### config.mk
export PLATFORM = sky130hd
export DESIGN_NAME = spi_mf_ctrl
export DESIGN_NICKNAME = d
export VERILOG_FILES = /design/src/rtl/spi_mf_pkg.sv /design/src/rtl/spi_mf_sync.sv /design/src/rtl/spi_mf_clkgen.sv /design/src/rtl/spi_mf_engine.sv /design/src/rtl/spi_mf_regs.sv /design/src/rtl/spi_mf_ctrl.sv
export SDC_FILE = /design/constraint.sdc
export NUM_CORES = 1
export LEC_CHECK = 0
export BUFFER_PORTS_ARGS = -buffer_cell sky130_fd_sc_hd__buf_2
export CORE_MARGIN = 2
export CORE_UTILIZATION = 60
export DETAILED_ROUTE_END_ITERATION = 8
export PLACE_DENSITY_LB_ADDON = 0.1
export SLEW_MARGIN = 15
export SYNTH_ARGS = -nofsm -noshare
export SYNTH_HDL_FRONTEND = slang
export SYNTH_SLANG_ARGS = --single-unit
### constraint.sdc
create_clock -name clk -period 5 [get_ports clk]
set_clock_uncertainty 0.1 [all_clocks]
set_input_delay 1 -clock clk [delete_from_list [all_inputs] [get_ports clk]]
set_output_delay 1 -clock clk [all_outputs]
set_load 0.01 [all_outputs]
### src/rtl/spi_mf_pkg.sv
package spi_mf_pkg;
  localparam int unsigned REG_W  = 8;
  localparam int unsigned DIV_W  = 3;
  localparam int unsigned SEL_W  = 2;

  typedef enum logic [SEL_W-1:0] {
    SEL_CTRL = 2'd0,
    SEL_STAT = 2'd1,
    SEL_DATA = 2'd2
  } reg_sel_e;

  // Control register layout, MSB first
  typedef struct packed {
    logic             ss_level;
    logic [DIV_W-1:0] div_sel;
    logic             miso_drv;
    logic             ss_is_out;
    logic             master;
    logic             enable;
  } ctrl_t;
endpackage

### src/rtl/spi_mf_sync.sv
module spi_mf_sync #(
  parameter int unsigned WIDTH = 1,
  parameter int unsigned STAGES = 2,
  parameter logic [WIDTH-1:0] RST_VAL = '0
) (
  input  logic             clk,
  input  logic             rst,
  input  logic [WIDTH-1:0] d,
  output logic [WIDTH-1:0] q
);
  logic [STAGES-1:0][WIDTH-1:0] stg;

  always_ff @(posedge clk) begin
    if (rst) stg <= {STAGES{RST_VAL}};
    else     stg <= {stg[STAGES-2:0], d};
  end

  assign q = stg[STAGES-1];
endmodule

### src/rtl/spi_mf_clkgen.sv
module spi_mf_clkgen #(
  parameter int unsigned SEL_W = 3
) (
  input  logic             clk,
  input  logic             rst,
  input  logic             run,
  input  logic             halt,
  input  logic [SEL_W-1:0] half_sel,
  output logic             sck_q,
  output logic             lead,
  output logic             trail
);
  localparam int unsigned CNT_W = 1 << SEL_W;

  logic [CNT_W-1:0] cnt;
  logic [CNT_W-1:0] limit;
  logic             hit;

  // half period = 2^half_sel clocks
  assign limit = (CNT_W'(1) << half_sel) - CNT_W'(1);
  assign hit   = run && (cnt == limit);
  assign lead  = hit && !sck_q;
  assign trail = hit && sck_q;

  always_ff @(posedge clk) begin
    if (rst || halt || !run) begin
      cnt   <= '0;
      sck_q <= 1'b0;
    end else if (hit) begin
      cnt   <= '0;
      sck_q <= ~sck_q;
    end else begin
      cnt <= cnt + CNT_W'(1);
    end
  end

  // SCK only toggles at the end of a half period
  p_toggle_on_hit_r4: assert property (@(posedge clk) disable iff (rst)
    (run && !halt && !hit) |=> $stable(sck_q))
    else $error("sck toggled mid half period");
endmodule

### src/rtl/spi_mf_engine.sv
module spi_mf_engine #(
  parameter int unsigned W = 8
) (
  input  logic         clk,
  input  logic         rst,
  input  logic         is_master,
  input  logic         slv_sel,
  input  logic         abort,
  input  logic         start,
  input  logic [W-1:0] start_byte,
  input  logic [W-1:0] tx_buf,
  input  logic         m_lead,
  input  logic         m_trail,
  input  logic         sck_s,
  input  logic         mosi_s,
  input  logic         miso_raw,
  output logic         busy,
  output logic         done,
  output logic         out_bit,
  output logic [W-1:0] rx_byte
);
  localparam int unsigned BIT_W = $clog2(W + 1);
  localparam logic [BIT_W-1:0] LAST = BIT_W'(W - 1);
  localparam logic [BIT_W-1:0] FULL = BIT_W'(W);

  logic [W-1:0]     sh;
  logic             lat;
  logic [BIT_W-1:0] cnt;
  logic             sck_prev;
  logic             lead, trail, in_bit;

  always_comb begin
    if (is_master) begin
      lead   = busy && m_lead;
      trail  = busy && m_trail;
      in_bit = miso_raw;
    end else begin
      lead   = slv_sel && sck_s && !sck_prev;
      trail  = slv_sel && !sck_s && sck_prev;
      in_bit = mosi_s;
    end
  end

  always_ff @(posedge clk) begin
    if (rst) sck_prev <= 1'b0;
    else     sck_prev <= sck_s;
  end

  always_ff @(posedge clk) begin
    if (rst) begin
      sh      <= '0;
      lat     <= 1'b0;
      cnt     <= '0;
      busy    <= 1'b0;
      done    <= 1'b0;
      rx_byte <= '0;
    end else begin
      done <= 1'b0;
      if (abort) begin
        // mode fault kills the transfer
        busy <= 1'b0;
        cnt  <= '0;
        sh   <= tx_buf;
      end else if (!is_master && !slv_sel) begin
        // deselected or disabled, hold aligned and reloaded
        busy <= 1'b0;
        cnt  <= '0;
        sh   <= tx_buf;
      end else if (is_master && !busy) begin
        if (start) begin
          sh   <= start_byte;
          busy <= 1'b1;
          cnt  <= '0;
        end
      end else if (lead) begin
        lat <= in_bit;
        cnt <= cnt + BIT_W'(1);
        if (cnt == LAST) begin
          rx_byte <= {sh[W-2:0], in_bit};
          done    <= 1'b1;
        end
      end else if (trail) begin
        if (cnt == FULL) begin
          cnt  <= '0;
          busy <= 1'b0;
          sh   <= is_master ? {sh[W-2:0], lat} : tx_buf;
        end else begin
          sh <= {sh[W-2:0], lat};
        end
      end
    end
  end

  assign out_bit = sh[W-1];

  p_bitcnt_bound_r3: assert property (@(posedge clk) disable iff (rst)
    cnt <= FULL)
    else $error("bit counter beyond byte length");

  p_passive_no_done_r8: assert property (@(posedge clk) disable iff (rst)
    (!is_master && !slv_sel) |=> !done)
    else $error("byte completed while passive");
endmodule

### src/rtl/spi_mf_regs.sv
module spi_mf_regs
  import spi_mf_pkg::*;
#(
  parameter int unsigned W = 8
) (
  input  logic             clk,
  input  logic             rst,
  input  logic [SEL_W-1:0] reg_sel,
  input  logic             reg_wr,
  input  logic             reg_rd,
  input  logic [REG_W-1:0] reg_wdata,
  input  logic             ss_s,
  input  logic             busy,
  input  logic             done,
  input  logic [W-1:0]     rx_byte,
  output ctrl_t            ctrl_q,
  output logic             fault,
  output logic [W-1:0]     tx_buf,
  output logic [REG_W-1:0] reg_rdata
);
  logic flag_q, armed_q;
  logic data_acc, stat_rd;

  assign data_acc = (reg_wr || reg_rd) && (reg_sel == SEL_DATA);
  assign stat_rd  = reg_rd && (reg_sel == SEL_STAT);
  // another master pulls select low while it is an input
  assign fault    = ctrl_q.enable && ctrl_q.master && !ctrl_q.ss_is_out && !ss_s;

  always_ff @(posedge clk) begin
    if (rst) begin
      ctrl_q <= '0;
    end else begin
      if (reg_wr && reg_sel == SEL_CTRL) ctrl_q <= ctrl_t'(reg_wdata);
      if (fault) ctrl_q.master <= 1'b0;
    end
  end

  always_ff @(posedge clk) begin
    if (rst) tx_buf <= '0;
    else if (reg_wr && reg_sel == SEL_DATA) tx_buf <= reg_wdata[W-1:0];
  end

  // completion flag with read-status-then-access clear
  always_ff @(posedge clk) begin
    if (rst) begin
      flag_q  <= 1'b0;
      armed_q <= 1'b0;
    end else begin
      if (done || fault)             flag_q <= 1'b1;
      else if (armed_q && data_acc)  flag_q <= 1'b0;
      if (data_acc)                  armed_q <= 1'b0;
      else if (stat_rd && flag_q)    armed_q <= 1'b1;
    end
  end

  always_ff @(posedge clk) begin
    if (rst) begin
      reg_rdata <= '0;
    end else if (reg_rd) begin
      case (reg_sel)
        SEL_CTRL: reg_rdata <= ctrl_q;
        SEL_STAT: reg_rdata <= {flag_q, {(REG_W-2){1'b0}}, busy};
        SEL_DATA: reg_rdata <= REG_W'(rx_byte);
        default:  reg_rdata <= '0;
      endcase
    end
  end

  p_fault_drops_master_r12: assert property (@(posedge clk) disable iff (rst)
    fault |=> (!ctrl_q.master && flag_q))
    else $error("mode fault did not clear master or set flag");

  p_flag_clear_path_r6: assert property (@(posedge clk) disable iff (rst)
    $fell(flag_q) |-> $past(armed_q && data_acc))
    else $error("flag cleared without status read then data access");
endmodule

### src/rtl/spi_mf_ctrl.sv
module spi_mf_ctrl
  import spi_mf_pkg::*;
#(
  parameter int unsigned W = 8,
  parameter int unsigned SYNC_STAGES = 2
) (
  input  logic             clk,
  input  logic             rst,
  input  logic [SEL_W-1:0] reg_sel,
  input  logic             reg_wr,
  input  logic             reg_rd,
  input  logic [REG_W-1:0] reg_wdata,
  output logic [REG_W-1:0] reg_rdata,
  input  logic             sck_i,
  output logic             sck_o,
  output logic             sck_oe,
  input  logic             mosi_i,
  output logic             mosi_o,
  output logic             mosi_oe,
  input  logic             miso_i,
  output logic             miso_o,
  output logic             miso_oe,
  input  logic             ss_i,
  output logic             ss_o,
  output logic             ss_oe
);
  localparam int unsigned NPIN = 3;

  ctrl_t        ctrl;
  logic         fault, busy, done, out_bit;
  logic         sck_q, m_lead, m_trail;
  logic [W-1:0] tx_buf, rx_byte;
  logic [NPIN-1:0] pins_s;
  logic         ss_s, sck_s, mosi_s;
  logic         m_act, slv_sel, data_wr;

  spi_mf_sync #(.WIDTH(NPIN), .STAGES(SYNC_STAGES), .RST_VAL(3'b100)) u_sync (
    .clk(clk), .rst(rst), .d({ss_i, sck_i, mosi_i}), .q(pins_s)
  );
  assign ss_s   = pins_s[2];
  assign sck_s  = pins_s[1];
  assign mosi_s = pins_s[0];

  assign m_act   = ctrl.enable && ctrl.master;
  assign slv_sel = ctrl.enable && !ctrl.master && !ss_s;
  assign data_wr = reg_wr && (reg_sel == SEL_DATA);

  spi_mf_regs #(.W(W)) u_regs (
    .clk(clk), .rst(rst), .reg_sel(reg_sel), .reg_wr(reg_wr), .reg_rd(reg_rd),
    .reg_wdata(reg_wdata), .ss_s(ss_s), .busy(busy), .done(done), .rx_byte(rx_byte),
    .ctrl_q(ctrl), .fault(fault), .tx_buf(tx_buf), .reg_rdata(reg_rdata)
  );

  spi_mf_clkgen #(.SEL_W(DIV_W)) u_clkgen (
    .clk(clk), .rst(rst), .run(busy && m_act), .halt(fault), .half_sel(ctrl.div_sel),
    .sck_q(sck_q), .lead(m_lead), .trail(m_trail)
  );

  spi_mf_engine #(.W(W)) u_engine (
    .clk(clk), .rst(rst), .is_master(m_act), .slv_sel(slv_sel), .abort(fault),
    .start(data_wr), .start_byte(reg_wdata[W-1:0]), .tx_buf(tx_buf),
    .m_lead(m_lead), .m_trail(m_trail), .sck_s(sck_s), .mosi_s(mosi_s), .miso_raw(miso_i),
    .busy(busy), .done(done), .out_bit(out_bit), .rx_byte(rx_byte)
  );

  // Registered pad direction control
  always_ff @(posedge clk) begin
    if (rst) begin
      sck_oe  <= 1'b0;
      mosi_oe <= 1'b0;
      miso_oe <= 1'b0;
      ss_oe   <= 1'b0;
      ss_o    <= 1'b0;
    end else begin
      sck_oe  <= m_act && !fault;
      mosi_oe <= m_act && !fault;
      ss_oe   <= m_act && ctrl.ss_is_out;
      ss_o    <= ctrl.ss_level;
      miso_oe <= slv_sel && ctrl.miso_drv;
    end
  end

  assign sck_o  = sck_q;
  assign mosi_o = out_bit;
  assign miso_o = out_bit;

  p_sck_low_idle_r3: assert property (@(posedge clk) disable iff (rst)
    !busy |-> !sck_o)
    else $error("SCK high with no transfer running");

  p_oe_exclusive_r9: assert property (@(posedge clk) disable iff (rst)
    miso_oe |-> (!sck_oe && !mosi_oe))
    else $error("slave and master drivers enabled together");
endmodule

==> results of run 1 <==
==> final timing paths <==
| kind | startpoint | end | slack, ns | cells past startpoint |
|---|---|---|---|---|
| worst max register to register | u_regs.ctrl_q[6] | u_engine.rx_byte[6] | 2.33 | 6 |
| worst max-delay path | u_regs.ctrl_q[6] | u_engine.rx_byte[6] | 2.33 | 6 |
| worst min register to register | u_sync.stg[2] | u_sync.q[2] | 0.32 | 1 |
| worst min-delay path | u_sync.stg[2] | u_sync.q[2] | 0.32 | 1 |
==> cells by family (layout without fill, tap and decap cells) <==
kind of cell,after synthesis,in the layout,share of synthesized area [%]
AND/OR/NAND/NOR,139,139,21.2
flip-flops,69,69,43.5
AO/OA/AOI/OAI,67,67,15.5
multiplexers,35,35,11.4
buffers and inverters,29,58,5.01
XOR/XNOR,8,8,2.21
adder cells (fa/ha/maj),3,3,1.18
==> worst register-to-register path: cells and delay by family (launching register included) <==
kind | cells | cell delay (ns)
multiplexers | 1 | 0.20
flip-flops | 1 | 0.55
AO/OA/AOI/OAI | 3 | 1.34
AND/OR/NAND/NOR | 2 | 0.35
==> metal layers <==
layer / track usage (%) / up-vias
li1: - / 1275
met1: 31.8 / 1172
met2: 40.1 / 50
met3: 5.06 / 10
met4: 9.27 / 0
met5: 0 / -
==> per-stage QoR <==
stage | setup WS (ns) | util (%) | total power [mW] | instance area, sq um
after CTS | 2.34 | 69.0 | 1.12 | 3520
final | 2.33 | 69.0 | 1.12 | 3520
after global placement | 2.28 | 64.8 | 0.635 | 3310
after floorplan | 2.51 | - | 0.616 | 3170
after global routing | 2.16 | 69.0 | 1.15 | 3520
after detailed placement | 2.24 | 64.8 | 0.636 | 3310
==> cell type report <==
cell class                 instances  area, sq um  area share [%]
multi-input combinational        252         1630            46.3
tap                               70         87.6            2.49
sequential                        69         1380            39.2
timing repair buffer              35          180            5.11
clock buffer                      10          128            3.62
clock inverter                     6         87.6            2.49
inverter                           7         26.3           0.746
==> state kept, by name, indices dropped and copies added, names as in the netlist <==
| register | cells |
|---|---|
| u_clkgen.cnt | 8 |
| u_engine.rx_byte | 8 |
| u_engine.sh | 8 |
| u_regs.ctrl_q | 8 |
| u_regs.reg_rdata | 8 |
| u_regs.tx_buf | 8 |
| u_engine.cnt | 4 |
| u_sync.q | 3 |
| u_sync.stg | 3 |
| miso_oe | 1 |
| mosi_oe | 1 |
| ss_o | 1 |
| ss_oe | 1 |
| u_clkgen.sck_q | 1 |
| u_engine.busy | 1 |
| u_engine.done | 1 |
| u_engine.lat | 1 |
| u_engine.sck_prev | 1 |
| u_regs.armed_q | 1 |
| u_regs.flag_q | 1 |
==> power breakdown <==
part	internal (mW)	switching [mW]	total [mW]
registers	0.559	0.00841	0.567
clock network	0.280	0.216	0.496
logic	0.0228	0.0347	0.0575
==> cells in the mapped netlist, drive strengths merged (5+ instances only) <==
| cell | count | area, sq um |
|---|---|---|
| nor2 | 40 | 150 |
| xor2 | 5 | 43.8 |
| nor2b | 19 | 119 |
| a21oi | 20 | 100 |
| nand2 | 43 | 161 |
| nand3 | 7 | 40.0 |
| buf | 12 | 90.1 |
| dfxtp | 69 | 1380 |
| mux2i | 26 | 260 |
| clkbuf | 9 | 33.8 |
| inv | 7 | 26.3 |
| nand2b | 5 | 31.3 |
| o221ai | 7 | 61.3 |
| o22a | 8 | 70.1 |
| and3 | 7 | 43.8 |
| o21ai | 7 | 35.0 |
| mux2 | 9 | 101 |
==> metrics.csv, run 1 <==
stage,metric,value,unit
critical_path,worstPathArrival,2.79,ns
detailed_routing,drc_errors,0,
place,placed_cells,433,
yosys,ys_seq_area_share,43.5,%
clock_network,clock-root-buffer,clkbuf_8,
pwr,powerDensity,318,nW/um^2
critical_path,path_cells,and3_1 -> nand3_2 -> a2111oi_4 -> o2111ai_2 -> a2111o_1 -> mux2i_1,
global_routing,grt_pass1_vias,2361,
clock_network,cts_buffers,9,
detailed_routing,drt_iter0_markers,155,
sta,hold_slack,0.318,ns
cells_and_area,fillers,427,
sta,maxSlewHeadroom,52.4,%
cells_and_area,mostFrequentLayoutCell,dfxtp_1,
global_routing,antenna_found_initial,0,
global_routing,overflow,0,
clock_network,cts_tree,yes,
pwr,leakage,1.40,nW
sta,setup-violations-final,0,
die,dieWidth,76.7,um
cells_and_area,post_layout_nonfiller_instances,449,
detailed_routing,wl_met2,3.24,mm
detailed_routing,avgViaCountPerCell,5.58,
die,row_count,26,
sta,period_share,53.4,%
sta,fmax,374,MHz
detailed_routing,wl_met3,229,um
cells_and_area,antenna_cells,0,
die,ioPinCount,34,
die,start_util,62.1,%
detailed_routing,top_layer,met4,
critical_path,crit_path_top_delay_cell,a2111o_1,
detailed_routing,dr.pass1.iters,5,
yosys,avgSynthCellArea,9.07,sq um
die,dieArea,5890,sq um
detailed_routing,routed_wl,6.89,mm
sta,fin_tns_setup,0,ns
detailed_routing,drt-met1-wl,3.31,mm
cells_and_area,mostFrequentLayoutCells,"69 x dfxtp_1, 43 x nand2_1, 40 x nor2_1",
yosys,syn_inst,350,
critical_path,cp-start-kind,flop,
clock_network,htree_levels,3,
clock_network,postCtsHoldBufs,0,
critical_path,cp_top_family,compound AO/OA/AOI/OAI gates,
place,port_buffers,33,
detailed_routing,wire_per_inst,15.3,um
clock_network,post_cts.repair.setup_buffers,0,
global_routing,grt_pass1_wl,11.4,mm
yosys,synth-edff-count,0,
yosys,synthesis.nets,371,
die,core,5110,sq um
global_routing,grt_max_degree,29,
critical_path,max_stage_delay,0.68,ns
sta,final-max-slew-violation-count,0,
worst_hold_path,min_path_type,reg2reg,
clock_network,clock_latency,0.35,ns
critical_path,crit_path_end_kind,flop,
sta,rsz0062_at_grt,false,
yosys,synthFlopType,dfxtp_1,
critical_path,required,5.12,ns
yosys,ys_ff_latch,69,
critical_path,path_max_fanout,12,
place,dp.final_hpwl,4.71,mm
sta,fin_crit,2.67,ns
clock_network,clk_pin_slew_worst_paths,0.08,ns
clock_network,cts_sinks,69,
clock_network,cts-resized-gates,0,
yosys,synth_area,3170,sq um
pwr,vdd_ir_drop_max,0.253,mV
cells_and_area,drive_gt1_share,17.4,%
yosys,synthArstFlopShare,0,%
detailed_routing,drtAntennaViolNets,0,
place,gp_congestion,0.832,
clock_network,cts_buffer_depth,2,
sta,worstMarginPinSlew,0.713,ns
detailed_routing,vias,2507,
global_routing,grt_usage,24.4,%
critical_path,cp_num_buf_inv,0,
die,fp.dieH,76.7,um
cells_and_area,area_delta_synth_final,11.0,%
run,drv_cap,0,
critical_path,crit_type,reg2reg,
yosys,synth_cell_type_count,50,
sta,hold_violations,0,
cells_and_area,nets,395,
run_status,status,"finished, final reports clean",
yosys,ys_warn_count,0,
(Power assumes the default switching activity.)
==> run 2: changes to the inputs <==
--- a/config.mk
+++ b/config.mk
@@ -7,7 +7,7 @@
 export LEC_CHECK = 0
 export BUFFER_PORTS_ARGS = -buffer_cell sky130_fd_sc_hd__buf_2
 export CORE_MARGIN = 2
-export CORE_UTILIZATION = 60
+export CORE_UTILIZATION = 52
 export DETAILED_ROUTE_END_ITERATION = 8
 export PLACE_DENSITY_LB_ADDON = 0.1
 export SLEW_MARGIN = 15
==> constraint.sdc (replaced) <==
create_clock -name clk -period 2.26 [get_ports clk]
set_clock_uncertainty 0.1 [all_clocks]
set_input_delay 0.452 -clock clk [delete_from_list [all_inputs] [get_ports clk]]
set_output_delay 0.452 -clock clk [all_outputs]
set_load 0.01 [all_outputs]
==> run 2 against run 1 <==
- core utilization fell by 6.5 points
- via count increased by 3.0%
- first-iteration DRC count down 43%
- count of clock-buffer cells in the layout unchanged
- sequential power rose by 120%
==> metrics.csv, run 2 (synthesized netlist as in run 1, its figures left out) <==
stage,metric,value,unit,change
cells_and_area,area_delta_synth_final,16.6,%,
pwr,vdd_ir_drop_max,0.437,mV,+73%
sta,maxSlewHeadroom,50.5,%,-1.8 points
place,dp.final_hpwl,5.11,mm,+8.4%
detailed_routing,avgViaCountPerCell,5.51,,-1.4%
detailed_routing,drtAntennaViolNets,0,,unchanged
global_routing,antenna_found_initial,0,,unchanged
cells_and_area,drive_gt1_share,22.6,%,+5.2 points
pwr,finalPower,2.59,mW,+130%
place,dp_slack,-0.0267,ns,-2.26 ns
critical_path,required,2.40,ns,-2.72 ns
critical_path,crit_type,reg2reg,,
sta,period_share,92.9,%,+39 points
die,ioPinCount,34,,unchanged
cells_and_area,fillers,509,,+19%
sta,final-max-slew-violation-count,0,,unchanged
sta,hold_violations,0,,unchanged
cells_and_area,seq_area,1390,sq um,+0.82%
critical_path,cp-start-kind,flop,,
cells_and_area,mostFrequentLayoutCell,dfxtp_1,,
cells_and_area,antenna_cells,0,,unchanged
cells_and_area,design_area,3700,sq um,+5.0%
pwr,leakage,1.50,nW,+7.1%
clock_network,cts_sinks,69,,unchanged
die,start_util,53.6,%,-8.5 points
sta,fin_crit,2.10,ns,-0.573 ns
die,row_count,28,,+7.7%
clock_network,clk_pin_slew_worst_paths,0.07,ns,about the same
global_routing,grt_pass1_wl,11.7,mm,+3.2%
clock_network,cts_tree,yes,,
clock_network,htree_levels,3,,unchanged
detailed_routing,drc_errors,0,,unchanged
sta,setup-violations-final,0,,unchanged
cells_and_area,nets,410,,+3.8%
clock_network,cts_buffer_depth,2,,unchanged
global_routing,grt_pass1_vias,2484,,+5.2%
run_status,status,"finished, final reports clean",,
sta,worstMarginPinSlew,0.741,ns,+0.0276 ns
detailed_routing,wire_per_inst,15.3,um,about the same
critical_path,path_max_fanout,9,,-3
detailed_routing,routed_wl,7.19,mm,+4.4%
clock_network,post_cts.repair.setup_buffers,0,,unchanged
clock_network,clock-root-buffer,clkbuf_8,,
sta,rsz0062_at_grt,false,,
clock_network,cts_buffers,9,,unchanged
place,gp_congestion,0.882,,+6.0%
detailed_routing,dr.pass1.iters,4,,-1
detailed_routing,vias,2583,,+3.0%
die,fp.dieH,82.1,um,+7.0%
place,port_buffers,33,,unchanged
global_routing,overflow,0,,unchanged
global_routing,grt_usage,23.7,%,-0.79 points
die,core,5920,sq um,+16%
worst_hold_path,min_path_type,in2reg,,
critical_path,crit_path_end_kind,flop,,
clock_network,clock_latency,0.35,ns,about the same
sta,worst_slack,0.161,ns,-2.17 ns
global_routing,grt_max_degree,26,,-10%
cells_and_area,mostFrequentLayoutCells,"64 x dfxtp_1, 43 x nand2_1, 39 x nor2_1",,
sta,fmax,476,MHz,+27%
pwr,powerDensity,700,nW/um^2,+120%
place,placed_area,3440,sq um,+4.0%
die,dieWidth,82.1,um,+7.0%
cells_and_area,multi_input_area,1640,sq um,+0.61%
run,drv_cap,0,,unchanged
die,dieArea,6740,sq um,+15%
detailed_routing,drt_iter0_markers,88,,-43%
critical_path,worstPathArrival,2.24,ns,-0.55 ns
[run 2: cell types whose count changed in the layout (fill, tap and decap cells not counted), sizes merged]
cell,before,now
buf,35,50
clkinv,1,2
bufinv,2,3
clkinvlp,3,1
[run 2: worst paths after layout]
check | from | end | slack (ns) | depth (start not counted)
setup reg to reg | u_regs.ctrl_q[6] | u_engine.rx_byte[1] | 0.16 | 7
hold reg to reg | u_sync.stg[2] | u_sync.q[2] | 0.32 | 1
setup / recovery | u_regs.ctrl_q[6] | u_engine.rx_byte[1] | 0.16 | 7
hold / removal | ss_i | u_sync.stg[2] | 0.19 | 2
[run 2: timing repair]
item,CTS,global route
hold buffers,0,0
pin swaps,0,4
setup endpoints to repair,8,28
gates resized for setup,1,10
[run 2: per-stage QoR]
stage / utilization [%] / hold slack (ns) / setup TNS (ns) / std cells
global placement: 58.1 / 0.299 / 0 / 453
finish: 62.5 / 0.186 / 0 / 469
global route: 62.5 / 0.163 / 0 / 469
CTS: 62.2 / 0.175 / 0 / 469
detailed placement: 58.1 / 0.300 / -0.116 / 453
floorplan: - / 0.289 / 0 / 350
[run 2: final cells by class]
type                            instances  area share (%)
Multi-Input combinational cell        252            44.4
Sequential cell                        69            37.6
Timing Repair Buffer                   50            8.25
Clock buffer                           10            3.45
Clock inverter                          6            3.01
Tap cell                               75            2.54
Inverter                                7           0.710
[run 2: worst max-delay path, stage by stage (launching register included)]
cell and delay (ns):
dfxtp_4 0.37, buf_4 0.15, xor2_1 0.18, a2111oi_4 0.32, o2111ai_2 0.16, a2111o_1 0.38, buf_4 0.19, mux2i_1 0.13
[run 2: layer usage]
| layer | vias to the layer above | routed length, um | global-route usage (%) |
|---|---|---|---|
| met5 | - | 0 | 0 |
| met4 | 0 | 120 | 9.00 |
| met3 | 11 | 328 | 8.15 |
| met2 | 55 | 3500 | 38.4 |
| met1 | 1214 | 3250 | 29.0 |
| li1 | 1303 | - | - |
[run 2: where the power goes]
group | leakage [nW] | internal [mW] | switching [mW] | total [mW]
combinational | 0.822 | 0.0571 | 0.0813 | 0.138
sequential | 0.562 | 1.24 | 0.0164 | 1.25
clock | 0.116 | 0.733 | 0.469 | 1.20
total | 1.50 | 2.03 | 0.566 | 2.59
==> run 3: changes to the inputs <==
--- a/config.mk
+++ b/config.mk
@@ -10,6 +10,7 @@
 export CORE_UTILIZATION = 52
 export DETAILED_ROUTE_END_ITERATION = 8
 export PLACE_DENSITY_LB_ADDON = 0.1
+export REMOVE_ABC_BUFFERS = 1
 export SLEW_MARGIN = 15
 export SYNTH_ARGS = -nofsm -noshare
 export SYNTH_HDL_FRONTEND = slang
==> run 3 against run 2 <==
- via count is 2.5% higher
- first-iteration DRC count grew 56%
- count of clock-buffer cells in the layout rose by 1
- final area grew 0.54%
- critical path depth fell by 1
- total power is 4.1% lower
- highest routed layer unchanged
==> metrics.csv, run 3 (synthesized netlist as in run 1, its figures left out) <==
stage,metric,value,unit,change
critical_path,reg2reg_to,u_engine.rx_byte[6],,
detailed_routing,drtAntennaViolNets,0,,unchanged
clock_network,cts_buffers,9,,unchanged
die,row_count,28,,unchanged
run_status,status,"finished, final reports clean",,
sta,fmax,465,MHz,-2.3%
cells_and_area,area_delta_synth_final,17.2,%,
worst_hold_path,min_path_type,in2reg,,
critical_path,cp-start-kind,flop,,
detailed_routing,wire_per_inst,15.1,um,-1.7%
die,core,5920,sq um,unchanged
pwr,power.internal,1.92,mW,-5.1%
clock_network,cts_tree,yes,,
cells_and_area,final_core_util,62.8,%,+0.34 points
critical_path,path_max_fanout,11,,+2
pwr,combPwrFrac,5.8,%,+0.5 points
cells_and_area,drive_gt1_share,23.4,%,+0.79 points
clock_network,cts_buffer_depth,2,,unchanged
critical_path,crit_path_end_kind,flop,,
sta,final-max-slew-violation-count,0,,unchanged
critical_path,critPathCapture,u_engine.rx_byte[6],,
detailed_routing,avgViaCountPerCell,5.55,,+0.80%
pwr,switchingPower,0.563,mW,-0.53%
sta,fin_crit,2.15,ns,+0.0504 ns
detailed_routing,vias,2648,,+2.5%
cells_and_area,antenna_cells,0,,unchanged
pwr,clkPwrFrac,43.9,%,-2.5 points
global_routing,grt_usage,22.4,%,-1.2 points
critical_path,worstPathArrival,2.29,ns,+0.05 ns
place,port_buffers,33,,unchanged
die,start_util,53.6,%,unchanged
cells_and_area,mostFrequentLayoutCell,dfxtp_1,,
die,ioPinCount,34,,unchanged
die,dieWidth,82.1,um,unchanged
place,dp_slack,-0.0118,ns,+0.0149 ns
sta,setup-violations-final,0,,unchanged
place,gp_congestion,0.807,,-8.6%
clock_network,cts_sinks,69,,unchanged
critical_path,startpoint,u_regs.ctrl_q[5],,
sta,worstMarginPinSlew,0.443,ns,-0.298 ns
place,dp.final_hpwl,5.10,mm,-0.24%
critical_path,r2r_start,u_regs.ctrl_q[5],,
detailed_routing,drt_iter0_markers,137,,+56%
die,dieArea,6740,sq um,unchanged
detailed_routing,dr.pass1.iters,4,,unchanged
clock_network,clk_pin_slew_worst_paths,0.08,ns,about the same
detailed_routing,routed_wl,7.19,mm,about the same
pwr,seqPwrFrac,50.3,%,+2.0 points
cells_and_area,mostFrequentLayoutCells,"65 x dfxtp_1, 43 x nand2_1, 40 x nor2_1",,
global_routing,grt_pass1_wl,11.2,mm,-4.8%
die,fp.dieH,82.1,um,unchanged
clock_network,htree_levels,3,,unchanged
critical_path,required,2.40,ns,about the same
sta,maxSlewHeadroom,70.2,%,+20 points
cells_and_area,nets,418,,+2.0%
pwr,switching_share,22.7,%,+0.81 points
run,drv_cap,0,,unchanged
global_routing,antenna_found_initial,0,,unchanged
pwr,powerDensity,668,nW/um^2,-4.6%
critical_path,ff2ff_path_depth,6,,-1
sta,hold_violations,0,,unchanged
critical_path,crit_type,reg2reg,,
sta,worst_slack,0.110,ns,-0.0504 ns
global_routing,grt_max_degree,29,,+12%
sta,period_share,95.1,%,+2.2 points
global_routing,overflow,0,,unchanged
clock_network,clock_latency,0.35,ns,about the same
critical_path,r2r_slack,0.11,ns,-0.05 ns
pwr,leakage,1.52,nW,+1.5%
pwr,vdd_ir_drop_max,0.565,mV,+29%
clock_network,clock-root-buffer,clkbuf_8,,
clock_network,postCtsHoldBufs,0,,unchanged
global_routing,grt_pass1_vias,2290,,-7.8%
detailed_routing,drc_errors,0,,unchanged
==> run 3: worst min-delay path by stage <==
stage                              from            end  slack [ns]  cells after the start
final                              ss_i  u_sync.stg[2]        0.17                      2
after global routing               ss_i  u_sync.stg[2]        0.16                      2
after CTS                          ss_i  u_sync.stg[2]        0.16                      2
after detailed placement  u_sync.stg[2]    u_sync.q[2]        0.31                      1
after global placement    u_sync.stg[2]    u_sync.q[2]        0.30                      1
after floorplan           u_sync.stg[2]    u_sync.q[2]        0.29                      1
==> run 3: metrics by stage <==
stage	TNS (ns)	power, mW	cell area (sq um)	std cells	hold WS [ns]
final	0	2.49	3720	477	0.174
after global routing	-0.0200	2.57	3720	477	0.164
after CTS	0	2.51	3690	475	0.162
after detailed placement	-0.0679	1.42	3470	459	0.307
after global placement	0	1.42	3470	459	0.304
after floorplan	-0.599	1.34	3040	328	0.289
==> run 3: what timing repair did <==
action	in CTS	in global routing
endpoints found under the hold margin	0	0
buffers inserted	0	2
pin swaps	0	2
resized for setup	2	6
endpoints found under the setup margin	8	9
==> run 3: critical path, stage by stage, from the launching register on <==
cell and delay (ns):
dfxtp_2 0.38, or4_1 0.55, o21ai_2 0.11, o2111ai_2 0.15, a2111o_1 0.43, buf_4 0.19
mux2i_1 0.13
==> run 3: per-layer routing <==
metal / track usage, % / part of all wire [%] / routed length (um)
met1: 29.0 / 45 / 3260
met3: 7.50 / 5.8 / 414
met4: 8.17 / 1.8 / 132
met2: 34.9 / 47 / 3380
met5: 0 / 0 / 0
==> run 3: power groups by stage <==
stage                     registers (mW)  logic (mW)  clock network, mW
after floorplan                     1.28      0.0657                  0
after global placement              1.28       0.140                  0
after detailed placement            1.28       0.142                  0
after CTS                           1.25       0.143               1.12
after global routing                1.25       0.157               1.16
final                               1.25       0.144               1.09
==> run 3: layout make-up <==
| cell class | instances | area, sq um |
|---|---|---|
| inverters | 7 | 26.3 |
| multi-input cells | 252 | 1640 |
| well taps | 75 | 93.8 |
| flip-flops and latches | 69 | 1390 |
| clock inverters | 5 | 83.8 |
| fillers | 536 | 2200 |
| repair buffers | 58 | 353 |
| clock buffers | 11 | 131 |
